==> src/rtl/shr_pkg.sv <==
package shr_pkg;

    typedef enum logic [1:0] {
        SRC_NONE = 2'd0,
        SRC_DIV  = 2'd1,
        SRC_CTRL = 2'd2
    } rd_src_e;

endpackage

==> src/rtl/shr_wr_decode.sv <==
module shr_wr_decode #(
    parameter int DATA_W = 8
) (
    input  logic              bus_sel,
    input  logic              bus_wr,
    input  logic [DATA_W-1:0] bus_wdata,
    output logic              ld_div,
    output logic              ld_ctrl
);
    localparam int SEL_BIT = DATA_W - 1;

    logic wr_hit;

    always_comb begin
        wr_hit  = bus_sel & bus_wr;
        ld_div  = wr_hit & ~bus_wdata[SEL_BIT];
        ld_ctrl = wr_hit &  bus_wdata[SEL_BIT];
    end
endmodule

==> src/rtl/shr_rd_track.sv <==
module shr_rd_track
    import shr_pkg::*;
(
    input  logic    rd_hit,
    input  logic    prev_rd,
    output rd_src_e rd_src
);
    always_comb begin
        if (!rd_hit) begin
            rd_src = SRC_NONE;
        end else if (prev_rd) begin
            rd_src = SRC_CTRL;
        end else begin
            rd_src = SRC_DIV;
        end
    end
endmodule

==> src/rtl/shr_rd_mux.sv <==
module shr_rd_mux
    import shr_pkg::*;
#(
    parameter int DATA_W = 8
) (
    input  rd_src_e           rd_src,
    input  logic [DATA_W-1:0] div_val,
    input  logic [DATA_W-2:0] ctrl_val,
    output logic [DATA_W-1:0] rdata
);
    always_comb begin
        unique case (rd_src)
            SRC_DIV:  rdata = div_val;
            SRC_CTRL: rdata = {1'b1, ctrl_val};
            default:  rdata = '0;
        endcase
    end
endmodule

==> src/rtl/shr_pair_reg.sv <==
module shr_pair_reg
    import shr_pkg::*;
#(
    parameter int                  DATA_W     = 8,
    parameter logic [DATA_W-1:0]   DIV_RESET  = '0,
    parameter logic [DATA_W-2:0]   CTRL_RESET = '0
) (
    input  logic              clk,
    input  logic              rst_n,
    input  logic              bus_sel,
    input  logic              bus_rd,
    input  logic              bus_wr,
    input  logic [DATA_W-1:0] bus_wdata,
    output logic [DATA_W-1:0] bus_rdata
);
    localparam int CTRL_W = DATA_W - 1;

    typedef struct packed {
        logic [DATA_W-1:0] div;
        logic [CTRL_W-1:0] ctrl;
        logic              prev_rd;
    } state_t;

    state_t  state_d, state_q;
    logic    ld_div, ld_ctrl;
    logic    rd_hit;
    rd_src_e rd_src;

    // Plain views of the state for the bound checker
    logic [DATA_W-1:0] div_q;
    logic [CTRL_W-1:0] ctrl_q;
    logic              prev_rd_q;

    shr_wr_decode #(.DATA_W(DATA_W)) u_wr (
        .bus_sel   (bus_sel),
        .bus_wr    (bus_wr),
        .bus_wdata (bus_wdata),
        .ld_div    (ld_div),
        .ld_ctrl   (ld_ctrl)
    );

    shr_rd_track u_track (
        .rd_hit  (rd_hit),
        .prev_rd (state_q.prev_rd),
        .rd_src  (rd_src)
    );

    shr_rd_mux #(.DATA_W(DATA_W)) u_mux (
        .rd_src   (rd_src),
        .div_val  (state_q.div),
        .ctrl_val (state_q.ctrl),
        .rdata    (bus_rdata)
    );

    always_comb begin
        rd_hit    = bus_sel & bus_rd;
        div_q     = state_q.div;
        ctrl_q    = state_q.ctrl;
        prev_rd_q = state_q.prev_rd;
    end

    always_comb begin
        state_d = state_q;
        if (ld_div) begin
            state_d.div = bus_wdata;
        end
        if (ld_ctrl) begin
            state_d.ctrl = bus_wdata[CTRL_W-1:0];
        end
        state_d.prev_rd = rd_hit;
    end

    always_ff @(posedge clk or negedge rst_n) begin
        if (!rst_n) begin
            state_q.div     <= DIV_RESET;
            state_q.ctrl    <= CTRL_RESET;
            state_q.prev_rd <= 1'b0;
        end else begin
            state_q <= state_d;
        end
    end
endmodule

==> config.mk <==
export PLATFORM = sky130hd
export DESIGN_NAME = shr_pair_reg
export DESIGN_NICKNAME = d
export VERILOG_FILES = /design/src/rtl/shr_pkg.sv /design/src/rtl/shr_wr_decode.sv /design/src/rtl/shr_rd_track.sv /design/src/rtl/shr_rd_mux.sv /design/src/rtl/shr_pair_reg.sv
export SDC_FILE = /design/constraint.sdc
export NUM_CORES = 1
export LEC_CHECK = 0
export BUFFER_PORTS_ARGS = -buffer_cell sky130_fd_sc_hd__buf_2
export CORE_MARGIN = 4
export CORE_UTILIZATION = 40
export CTS_BUF_LIST = sky130_fd_sc_hd__clkbuf_2
export DETAILED_ROUTE_END_ITERATION = 10
export PLACE_DENSITY = 0.72
export REMOVE_ABC_BUFFERS = 1
export SLEW_MARGIN = 20
export SYNTH_ARGS = -nofsm -noshare
export SYNTH_HDL_FRONTEND = slang
export SYNTH_HIERARCHICAL = 1
export SYNTH_SLANG_ARGS = --single-unit
==> constraint.sdc <==
create_clock -name clk -period 2.1 [get_ports clk]
set_input_delay 0.105 -clock clk [delete_from_list [all_inputs] [get_ports clk]]
set_output_delay 0.105 -clock clk [all_outputs]
set_load 0.05 [all_outputs]
==> impl_metrics.tcl <==
set metrics [dict create \
    grt_pass1_wl_um 2480 \
    cpPeakStageDelay_ns 0.40 \
    endpoint "bus_rdata[3]" \
    clock_sinks 16 \
    grt_use_total 0.120 \
    cp.required_ns 2.00 \
    ant_nets 0 \
    die-height_um 54.6 \
    path_class "reg2out" \
    cp.arrival_ns 1.84 \
    dieArea_um2 2980 \
    fin_skew_ns 0 \
    ys_ff_latch 16 \
    synthToLayoutAreaGrowth_pct 13.0 \
    clkTransAtPathRegs_ns 0.14 \
    start_kind "register" \
    drt-total-wl_um 1550 \
    rsz0062_at_grt "false" \
    gr-total-overflow 0 \
    drive_gt1_frac 0.613 \
    power_uw 698 \
    final_nets 97 \
    fin_crit_sh 0.926 \
    tns_ns 0 \
    hold_path.class "in2reg" \
    slew_headroom 0.623 \
    setup_viol 0 \
    report.final.slew_viol_count 0 \
    r2r_slack_ns 1.31 \
    via_per_inst 5.03 \
    path_cells "and2_2, inv_1, ha_1, a22oi_2, nor2_1, buf_2" \
    r2r_cells 1 \
    num_vias 538 \
    wl_per_cell_um 14.5 \
    r2r_start "ctrl_q[6]" \
    cp_num_buf_inv 2 \
    clk_path_buf_depth 2 \
    cp_top_family "flip-flops" \
    synth_area_um2 868 \
    end_kind "primary output" \
    critical-path-slowest-cell "dfrtp_1" \
    r2r_end "ctrl_q[6]" \
    start_util 0.434 \
    fill_cells 192 \
    antenna_found_initial 0 \
    numPortBuffers 20 \
    leakagePower_uw 0.000465 \
    syn_inst 61 \
    numCtsBuffers 3 \
    startpoint "prev_rd_q" \
    fmax_ghz 0.514 \
    ys_warn_count 6 \
    clockRootBuffer "clkbuf_2" \
    hold_start "bus_wdata[0]" \
    cp.depth 6 \
    cp_max_fo 8 \
    hold_viol 0 \
    drtPass1Iterations 2 \
    grt_start_max_net_pins 17 \
    worst_pin_slew_ns 0.566 \
    vdd_drop_max_mv 0.314 \
    regArea_um2 400 \
    drc 0 \
    multiInputGateArea_um2 414 \
    coreArea_um2 2000 \
    fin_util 0.490 \
    clkLatencyLatePin_ns 0.28 \
    n_antenna_cell 0 \
    cts_tree "done" \
    drt_iter0_markers 4 \
    routabilityCongestion 0.665 \
    min_period_ns 1.94 \
    ios 21 \
    fp-row-count 16 \
    p_per_area_nw_per_um2 712 \
    ys_seq_area_frac 0.461 \
    outcome "finished, final reports clean" \
    maxCapViolCount 0 \
    syn_avg_cell_area_um2 14.2 \
    dieWidth_um 54.6 \
    synth_cell_type_count 14 \
    grt_pass1_vias 546 \
    place_hpwl_um 1170 \
    htreeDepth 1 \
]
per-layer routing:
metal  track usage  vias up  wire, um
met3        0.0191        4        78
met5             0        -         0
met1         0.152      267       727
met2         0.183       16       705
met4        0.0871        0        36
li1              -      251         -
cell usage after synthesis (all sizes together):
cell	n	area [um^2]
ha	2	25.0
a22oi	7	87.6
dfrtp	16	400
and2b	1	8.76
and3b	1	8.76
clkbuf	1	3.75
and3	1	7.51
inv	2	7.51
nor2	8	30.0
and2	2	13.8
buf	4	45.0
mux2	15	225
a21oi	1	5.00
logic make-up after synthesis:
family	Yosys count	share of synthesized area
and+or+nand+nor	13	0.0793
adders and majority gates	2	0.0288
muxes	15	0.259
AOI/OAI and AO/OA	8	0.107
buffers and inverters	7	0.0648
DFF	16	0.461
placed cells by master (no fill, tap or decap):
cell | synthesis | layout
and2_1 | 1 | 1
dlygate4sd3_1 | 0 | 1
and3b_1 | 1 | 1
and2_2 | 1 | 1
ha_2 | 0 | 1
and2b_2 | 1 | 1
nor2_1 | 8 | 8
a22oi_2 | 7 | 7
ha_1 | 2 | 1
inv_1 | 2 | 2
and3_2 | 1 | 1
buf_2 | 0 | 20
a21oi_1 | 1 | 1
clkbuf_2 | 0 | 3
dfrtp_1 | 16 | 16
mux2_4 | 15 | 15
report_power, final:
part | total, uW | switching (uW) | internal, uW
Clock | 131 | 92.0 | 39.0
Combinational | 162 | 60.7 | 101
Sequential | 405 | 41.6 | 364
Total | 698 | 194 | 504
per-stage QoR:
step | hold slack, ns | setup WS, ns | instance area, um^2 | cells
6_report | 0.0594 | 0.156 | 981 | 107
5_1_grt | 0.0155 | 0.00649 | 981 | 107
4_1_cts | 0.0398 | 0.118 | 978 | 107
3_5_place_dp | 0.0420 | 0.426 | 953 | 103
3_3_place_gp | 0.0284 | 0.476 | 953 | 103
2_1_floorplan | -0.191 | 0.287 | 820 | 56
registers in the layout, summed over array words and instances, names as in the netlist:
register   count
prev_rd_q      1
ctrl_q         7
div_q          8
final cells by class:
class,count,share of cell area
well taps,27,0.0344
inverters,2,0.00765
multi-input cells,38,0.422
flip-flops and latches,16,0.408
clock buffers,3,0.0153
repair buffers,21,0.112
repair_timing:
item / CTS / global route
hold endpoints to repair: 16 / 0
setup endpoints to repair: 0 / 1
hold buffers: 1 / 0
resized for setup: 0 / 1
buffers inserted: 0 / 0
worst min path at each step:
stage	end	slack (ns)	cells past startpoint
2_1_floorplan	ctrl_q[0]	-0.19	0
3_3_place_gp	div_q[1]	0.03	1
3_5_place_dp	div_q[1]	0.04	1
4_1_cts	ctrl_q[5]	0.04	2
5_1_grt	ctrl_q[4]	0.02	2
6_report	div_q[0]	0.06	2
Power figures use the tool's default switching activity.
